`src/rtl/vw_pkg.sv`:
```
package vw_pkg;

    localparam int ENT_W     = 8;
    localparam int DEF_NSLOT = 7;
    localparam int DEF_NPIN  = 2;

    localparam logic [1:0] KIND_IDLE  = 2'b00;
    localparam logic [1:0] KIND_LOCAL = 2'b01;
    localparam logic [1:0] KIND_FWD   = 2'b10;

    function automatic logic [ENT_W-1:0] mk_local(input int idx);
        mk_local = {KIND_LOCAL, 6'(idx)};
    endfunction

    function automatic logic [ENT_W-1:0] mk_fwd(input int idx);
        mk_fwd = {KIND_FWD, 6'(idx)};
    endfunction

    function automatic logic [ENT_W-1:0] mk_cap(input int idx);
        mk_cap = {1'b1, 7'(idx)};
    endfunction

    // Default transmit schedule: (slot, pin) entry at bit (slot*NPIN+pin)*ENT_W
    function automatic logic [DEF_NSLOT*DEF_NPIN*ENT_W-1:0] def_out_tbl();
        logic [DEF_NSLOT*DEF_NPIN*ENT_W-1:0] t;
        t = '0;
        t[(1*DEF_NPIN+0)*ENT_W +: ENT_W] = mk_local(0);
        t[(1*DEF_NPIN+1)*ENT_W +: ENT_W] = mk_local(1);
        t[(2*DEF_NPIN+0)*ENT_W +: ENT_W] = mk_fwd(1);
        t[(2*DEF_NPIN+1)*ENT_W +: ENT_W] = mk_local(2);
        t[(4*DEF_NPIN+0)*ENT_W +: ENT_W] = mk_local(3);
        t[(4*DEF_NPIN+1)*ENT_W +: ENT_W] = mk_local(4);
        t[(5*DEF_NPIN+0)*ENT_W +: ENT_W] = mk_local(5);
        t[(5*DEF_NPIN+1)*ENT_W +: ENT_W] = mk_fwd(1);
        return t;
    endfunction

    // Default receive schedule
    function automatic logic [DEF_NSLOT*DEF_NPIN*ENT_W-1:0] def_in_tbl();
        logic [DEF_NSLOT*DEF_NPIN*ENT_W-1:0] t;
        t = '0;
        t[(1*DEF_NPIN+0)*ENT_W +: ENT_W] = mk_cap(0);
        t[(2*DEF_NPIN+0)*ENT_W +: ENT_W] = mk_cap(1);
        t[(2*DEF_NPIN+1)*ENT_W +: ENT_W] = mk_cap(2);
        t[(4*DEF_NPIN+0)*ENT_W +: ENT_W] = mk_cap(3);
        t[(4*DEF_NPIN+1)*ENT_W +: ENT_W] = mk_cap(4);
        t[(5*DEF_NPIN+0)*ENT_W +: ENT_W] = mk_cap(5);
        t[(5*DEF_NPIN+1)*ENT_W +: ENT_W] = mk_cap(6);
        return t;
    endfunction

endpackage

```
`src/rtl/vw_slot_seq.sv`:
```
module vw_slot_seq #(
    parameter int NSLOT = 7
) (
    input  logic             clk_i,
    input  logic             rst_i,
    output logic [NSLOT-1:0] slot_oh_o,
    output logic             last_o
);

    typedef struct packed {
        logic [NSLOT-1:0] oh;
    } seq_st_t;

    seq_st_t st_d, st_q;

    always_comb begin
        st_d    = st_q;
        st_d.oh = {st_q.oh[NSLOT-2:0], st_q.oh[NSLOT-1]};
    end

    always_ff @(posedge clk_i) begin
        if (rst_i) begin
            st_q    <= '0;
            st_q.oh <= NSLOT'(1);
        end else begin
            st_q <= st_d;
        end
    end

    assign slot_oh_o = st_q.oh;
    assign last_o    = st_q.oh[NSLOT-1];

endmodule

```
`src/rtl/vw_tx_mux.sv`:
```
module vw_tx_mux
    import vw_pkg::*;
#(
    parameter int NSLOT = 7,
    parameter int NOPIN = 2,
    parameter int NIPIN = 2,
    parameter int NSIG  = 6,
    parameter logic [NSLOT*NOPIN*ENT_W-1:0] OUT_TBL = def_out_tbl()
) (
    input  logic [NSLOT-1:0] slot_oh_i,
    input  logic [NSIG-1:0]  sig_i,
    input  logic [NIPIN-1:0] fwd_i,
    output logic [NOPIN-1:0] pin_o
);

    for (genvar p = 0; p < NOPIN; p++) begin : g_pin
        logic pin_d;
        always_comb begin
            logic [ENT_W-1:0] ent;
            int               idx;
            pin_d = 1'b0;
            for (int s = 0; s < NSLOT; s++) begin
                ent = OUT_TBL[(s*NOPIN+p)*ENT_W +: ENT_W];
                idx = int'(ent[5:0]);
                if (slot_oh_i[s]) begin
                    if (ent[7:6] == KIND_LOCAL && idx < NSIG) begin
                        pin_d = sig_i[idx];
                    end else if (ent[7:6] == KIND_FWD && idx < NIPIN) begin
                        pin_d = fwd_i[idx];
                    end
                end
            end
        end
        assign pin_o[p] = pin_d;
    end

endmodule

```
`src/rtl/vw_rx_capture.sv`:
```
module vw_rx_capture
    import vw_pkg::*;
#(
    parameter int NSLOT = 7,
    parameter int NIPIN = 2,
    parameter int NHOLD = 8,
    parameter logic [NSLOT*NIPIN*ENT_W-1:0] IN_TBL = def_in_tbl()
) (
    input  logic             clk_i,
    input  logic             rst_i,
    input  logic [NSLOT-1:0] slot_oh_i,
    input  logic [NIPIN-1:0] pin_i,
    output logic [NHOLD-1:0] hold_o,
    output logic [NIPIN-1:0] prev_pin_o
);

    typedef struct packed {
        logic [NHOLD-1:0] hold;
        logic [NIPIN-1:0] prev;
    } rx_st_t;

    rx_st_t st_d, st_q;

    always_comb begin
        logic [ENT_W-1:0] ent;
        int               idx;
        st_d      = st_q;
        st_d.prev = pin_i;
        for (int s = 0; s < NSLOT; s++) begin
            for (int p = 0; p < NIPIN; p++) begin
                ent = IN_TBL[(s*NIPIN+p)*ENT_W +: ENT_W];
                idx = int'(ent[6:0]);
                if (slot_oh_i[s] && ent[7] && idx < NHOLD) begin
                    st_d.hold[idx] = pin_i[p];
                end
            end
        end
    end

    always_ff @(posedge clk_i) begin
        if (rst_i) begin
            st_q <= '0;
        end else begin
            st_q <= st_d;
        end
    end

    assign hold_o     = st_q.hold;
    assign prev_pin_o = st_q.prev;

endmodule

```
`src/rtl/vwire_pinmux.sv`:
```
module vwire_pinmux
    import vw_pkg::*;
#(
    parameter int NSIG  = 6,
    parameter int NHOLD = 8,
    parameter int NOPIN = 2,
    parameter int NIPIN = 2,
    parameter int NSLOT = 7,
    parameter logic [NSLOT*NOPIN*ENT_W-1:0] OUT_TBL = def_out_tbl(),
    parameter logic [NSLOT*NIPIN*ENT_W-1:0] IN_TBL  = def_in_tbl()
) (
    input  logic             clk_i,
    input  logic             rst_i,
    input  logic [NSIG-1:0]  sig_i,
    input  logic [NIPIN-1:0] pin_i,
    output logic [NOPIN-1:0] pin_o,
    output logic [NHOLD-1:0] hold_o,
    output logic             emu_en_o
);

    logic [NSLOT-1:0] slot_oh;
    logic [NIPIN-1:0] prev_pin;

    vw_slot_seq #(
        .NSLOT(NSLOT)
    ) seq_i (
        .clk_i    (clk_i),
        .rst_i    (rst_i),
        .slot_oh_o(slot_oh),
        .last_o   (emu_en_o)
    );

    vw_tx_mux #(
        .NSLOT  (NSLOT),
        .NOPIN  (NOPIN),
        .NIPIN  (NIPIN),
        .NSIG   (NSIG),
        .OUT_TBL(OUT_TBL)
    ) tx_i (
        .slot_oh_i(slot_oh),
        .sig_i    (sig_i),
        .fwd_i    (prev_pin),
        .pin_o    (pin_o)
    );

    vw_rx_capture #(
        .NSLOT (NSLOT),
        .NIPIN (NIPIN),
        .NHOLD (NHOLD),
        .IN_TBL(IN_TBL)
    ) rx_i (
        .clk_i     (clk_i),
        .rst_i     (rst_i),
        .slot_oh_i (slot_oh),
        .pin_i     (pin_i),
        .hold_o    (hold_o),
        .prev_pin_o(prev_pin)
    );

endmodule

```
`config.mk`:
```
export PLATFORM = sky130hd
export DESIGN_NAME = vwire_pinmux
export DESIGN_NICKNAME = d
export VERILOG_FILES = /design/src/rtl/vw_pkg.sv /design/src/rtl/vw_slot_seq.sv /design/src/rtl/vw_tx_mux.sv /design/src/rtl/vw_rx_capture.sv /design/src/rtl/vwire_pinmux.sv
export SDC_FILE = /design/constraint.sdc
export NUM_CORES = 1
export LEC_CHECK = 0
export ABC_AREA = 1
export BUFFER_PORTS_ARGS = -buffer_cell sky130_fd_sc_hd__buf_2
export CAP_MARGIN = 20
export CORE_MARGIN = 5
export CORE_UTILIZATION = 40
export DETAILED_ROUTE_END_ITERATION = 6
export PLACE_DENSITY_LB_ADDON = 0.12
export SYNTH_ARGS = -nofsm -noshare
export SYNTH_HDL_FRONTEND = slang
export SYNTH_HIERARCHICAL = 1
export SYNTH_SLANG_ARGS = --single-unit
```
`constraint.sdc`:
```
create_clock -name clk_i -period 0.9 [get_ports clk_i]
set_input_delay 0.09 -clock clk_i [delete_from_list [all_inputs] [get_ports clk_i]]
set_output_delay 0.09 -clock clk_i [all_outputs]
set_load 0.02 [all_outputs]
```
==> summary.md <==
| Metric | Value |
|---|---|
| Status | finished, violations left |
| Failing checks | setup timing |
| Root Buffer | clkbuf_4 |
| GP Congestion | between 0.7 and 0.8 |
| Post-DP Area | ~710 sq um |
| Initial core utilization | roughly 44% |
| Min Clock Period, post-route | 1.18 ns |
| HPWL after DPL | 859 um |
| Cell Pwr Density | 1570 nW/um^2 |
| Most frequent cells in the layout | 23 x nand2_1, 14 x nor2_1, 11 x inv_1, 10 x buf_2, 10 x buf_4 |
| Syn Nets | 93 |
| Crit. End Element | output port |
| Final setup fails | 2 |
| First-pass GRT wire length | between 1500 and 2000 um |
| Post-Synthesis Cells | 83 |
| Highest metal used | met4 |
| Worst-path fanout max | 4 |
| Die ar. | 2350 sq um |
| Tot Pwr | ~1.3 mW |
| Metal2 WL | between 500 and 600 um |
| DRT iter0 DRCs | 10 |
| Antenna Cells | 0 |
| Port bufs | 19 |
| Total grt overflow | 0 |
| CTS Buffer Depth | 2 |
| Number of vias per cell | around 4.5 |
| Peak Freq | 0.847 GHz |
| Post-route setup slack | -0.280 ns |
| Die width | 48.5 um |
| Slowest-stage cell, CP | dfxtp_4 |
| Peak VDD IR | ~0.84 mV |
| Boundary pin count | 21 |
| Synth Area per Inst | approximately 7.1 sq um |
| 1st-pass router iterations | 4 |
| Worst Hold Class | input pin to register |
| Layout area overhead | 34.7% |
| Die H | slightly below 50 um |
| Synth warnings | 6 |
| Layout Nets | between 100 and 150 |
| Crit path kind | register to output port |
| Metal3 WL | around 100 um |
| Inserted Clock Buffers | 3 |
| Largest net degree at the start of global routing | 10 |
| Worst path max stage delay | approximately 0.38 ns |
| Clock Skew | ~0.0032 ns |
| Drt wl/cell | 10.6 um |
| Via count | approximately 550 |
| Core Region | roughly 1400 sq um |
| Cell leakage power | 0.401 nW |
| Clock Latency Late Sink | around 0.28 ns |
| Met1 wire length | 571 um |
| Vias in the first global route | approximately 450 |
| Crit path DAT | 1.09 ns |
| Critical-path cell list | inv_4, nand3_2, nand2_1, nand2_1, nand2_1, buf_6 |
| Fin Hold WS | 0.0715 ns |
| Worst path required time | between 0.8 and 0.9 ns |
| Post-CTS Hold Buffers | 0 |
| Max cap viols | 0 |
| Design Area, Final | 797 sq um |
| Sink Count | 15 |
| Post-synthesis cell area | about 590 sq um |
| Post-CTS Setup Bufs | 0 |
| Tcrit/Tclk final | 131% |
| Initial antenna violation count | 0 |
| Final-report hold violation count | 0 |
| # DRC | 0 |
| DRT Wirelength | between 1000 and 1500 um |
| Total number of H-tree levels | 1 |
| Layout cells sized above 1 | between 40 and 50% |
| Clock-pin slew on the worst setup and hold paths | ~0.090 ns |
| Cell mode on critical path | nand2_1 |
| Max Slew Vio Count | 0 |
| Setup tns final | -0.541 ns |
| RSZ-0062 raised after global routing | true |
| Row cnt | 13 |
| DRT antenna net count | 0 |
| Gr usage total | 10.0% |
| CP Launch Type | register |
| CTS tree | done |
| Commonest non-fill, non-tap cell in the layout | nand2_1 |
-- registers in the layout, indices dropped and copies added, names as in the netlist --
| register | cells |
|---|---|
| rx_i/hold_o | 7 |
| rx_i/prev_pin_o | 1 |
| seq_i/slot_oh_o | 7 |
-- critical path: cells and delay by family, from the launching register on --
family / cells / cell delay [ns]
simple gates: 4 / 0.25
buf+inv: 2 / 0.17
flops: 1 / 0.38
-- metrics by stage --
stage,std cells,setup slack [ns],util (%)
2_1_floorplan,83,0.0576,-
3_3_place_gp,117,0.0468,52.4
3_5_place_dp,117,0.0340,52.4
4_1_cts,121,-0.257,56.3
5_1_grt,121,-0.352,59.0
6_report,121,-0.280,59.0
-- metal layers --
metal  up-vias  track usage [%]
met3         4             5.20
met1       242             12.3
met2        15             13.3
met5         -                0
li1        285                -
met4         0             6.73
-- final cells by class --
cell class                 count  area [sq um]
timing repair buffer          22           148
inverter                      14          55.1
sequential                    15           310
fill                         134           553
clock inverter                 1          5.00
multi-input combinational     51           238
tap                           15          18.8
clock buffer                   3          22.5
-- power by group --
group	total (mW)	switching, mW	internal [mW]	leakage (nW)
Clock	0.380	0.216	0.165	0.0177
Sequential	0.705	0.0181	0.687	0.125
Combinational	0.168	0.0961	0.0719	0.258
Total	1.25	0.330	0.924	0.401
-- worst paths after layout --
check                                   startpoint                 end  slack (ns)  cells past startpoint
worst max-delay path            seq_i/slot_oh_o[2]            pin_o[1]       -0.28                      6
worst min-delay path                      pin_i[1]  rx_i/prev_pin_o[1]        0.07                      3
worst max register to register  seq_i/slot_oh_o[5]      rx_i/hold_o[6]        0.06                      4
worst min register to register  seq_i/slot_oh_o[3]  seq_i/slot_oh_o[4]        0.40                      2
-- repair_timing --
action / CTS / global route
setup endpoints to repair: 2 / 9
resized for setup: 10 / 14
pin swaps: 1 / 4
Note: power is estimated with default switching activity, not from simulation.
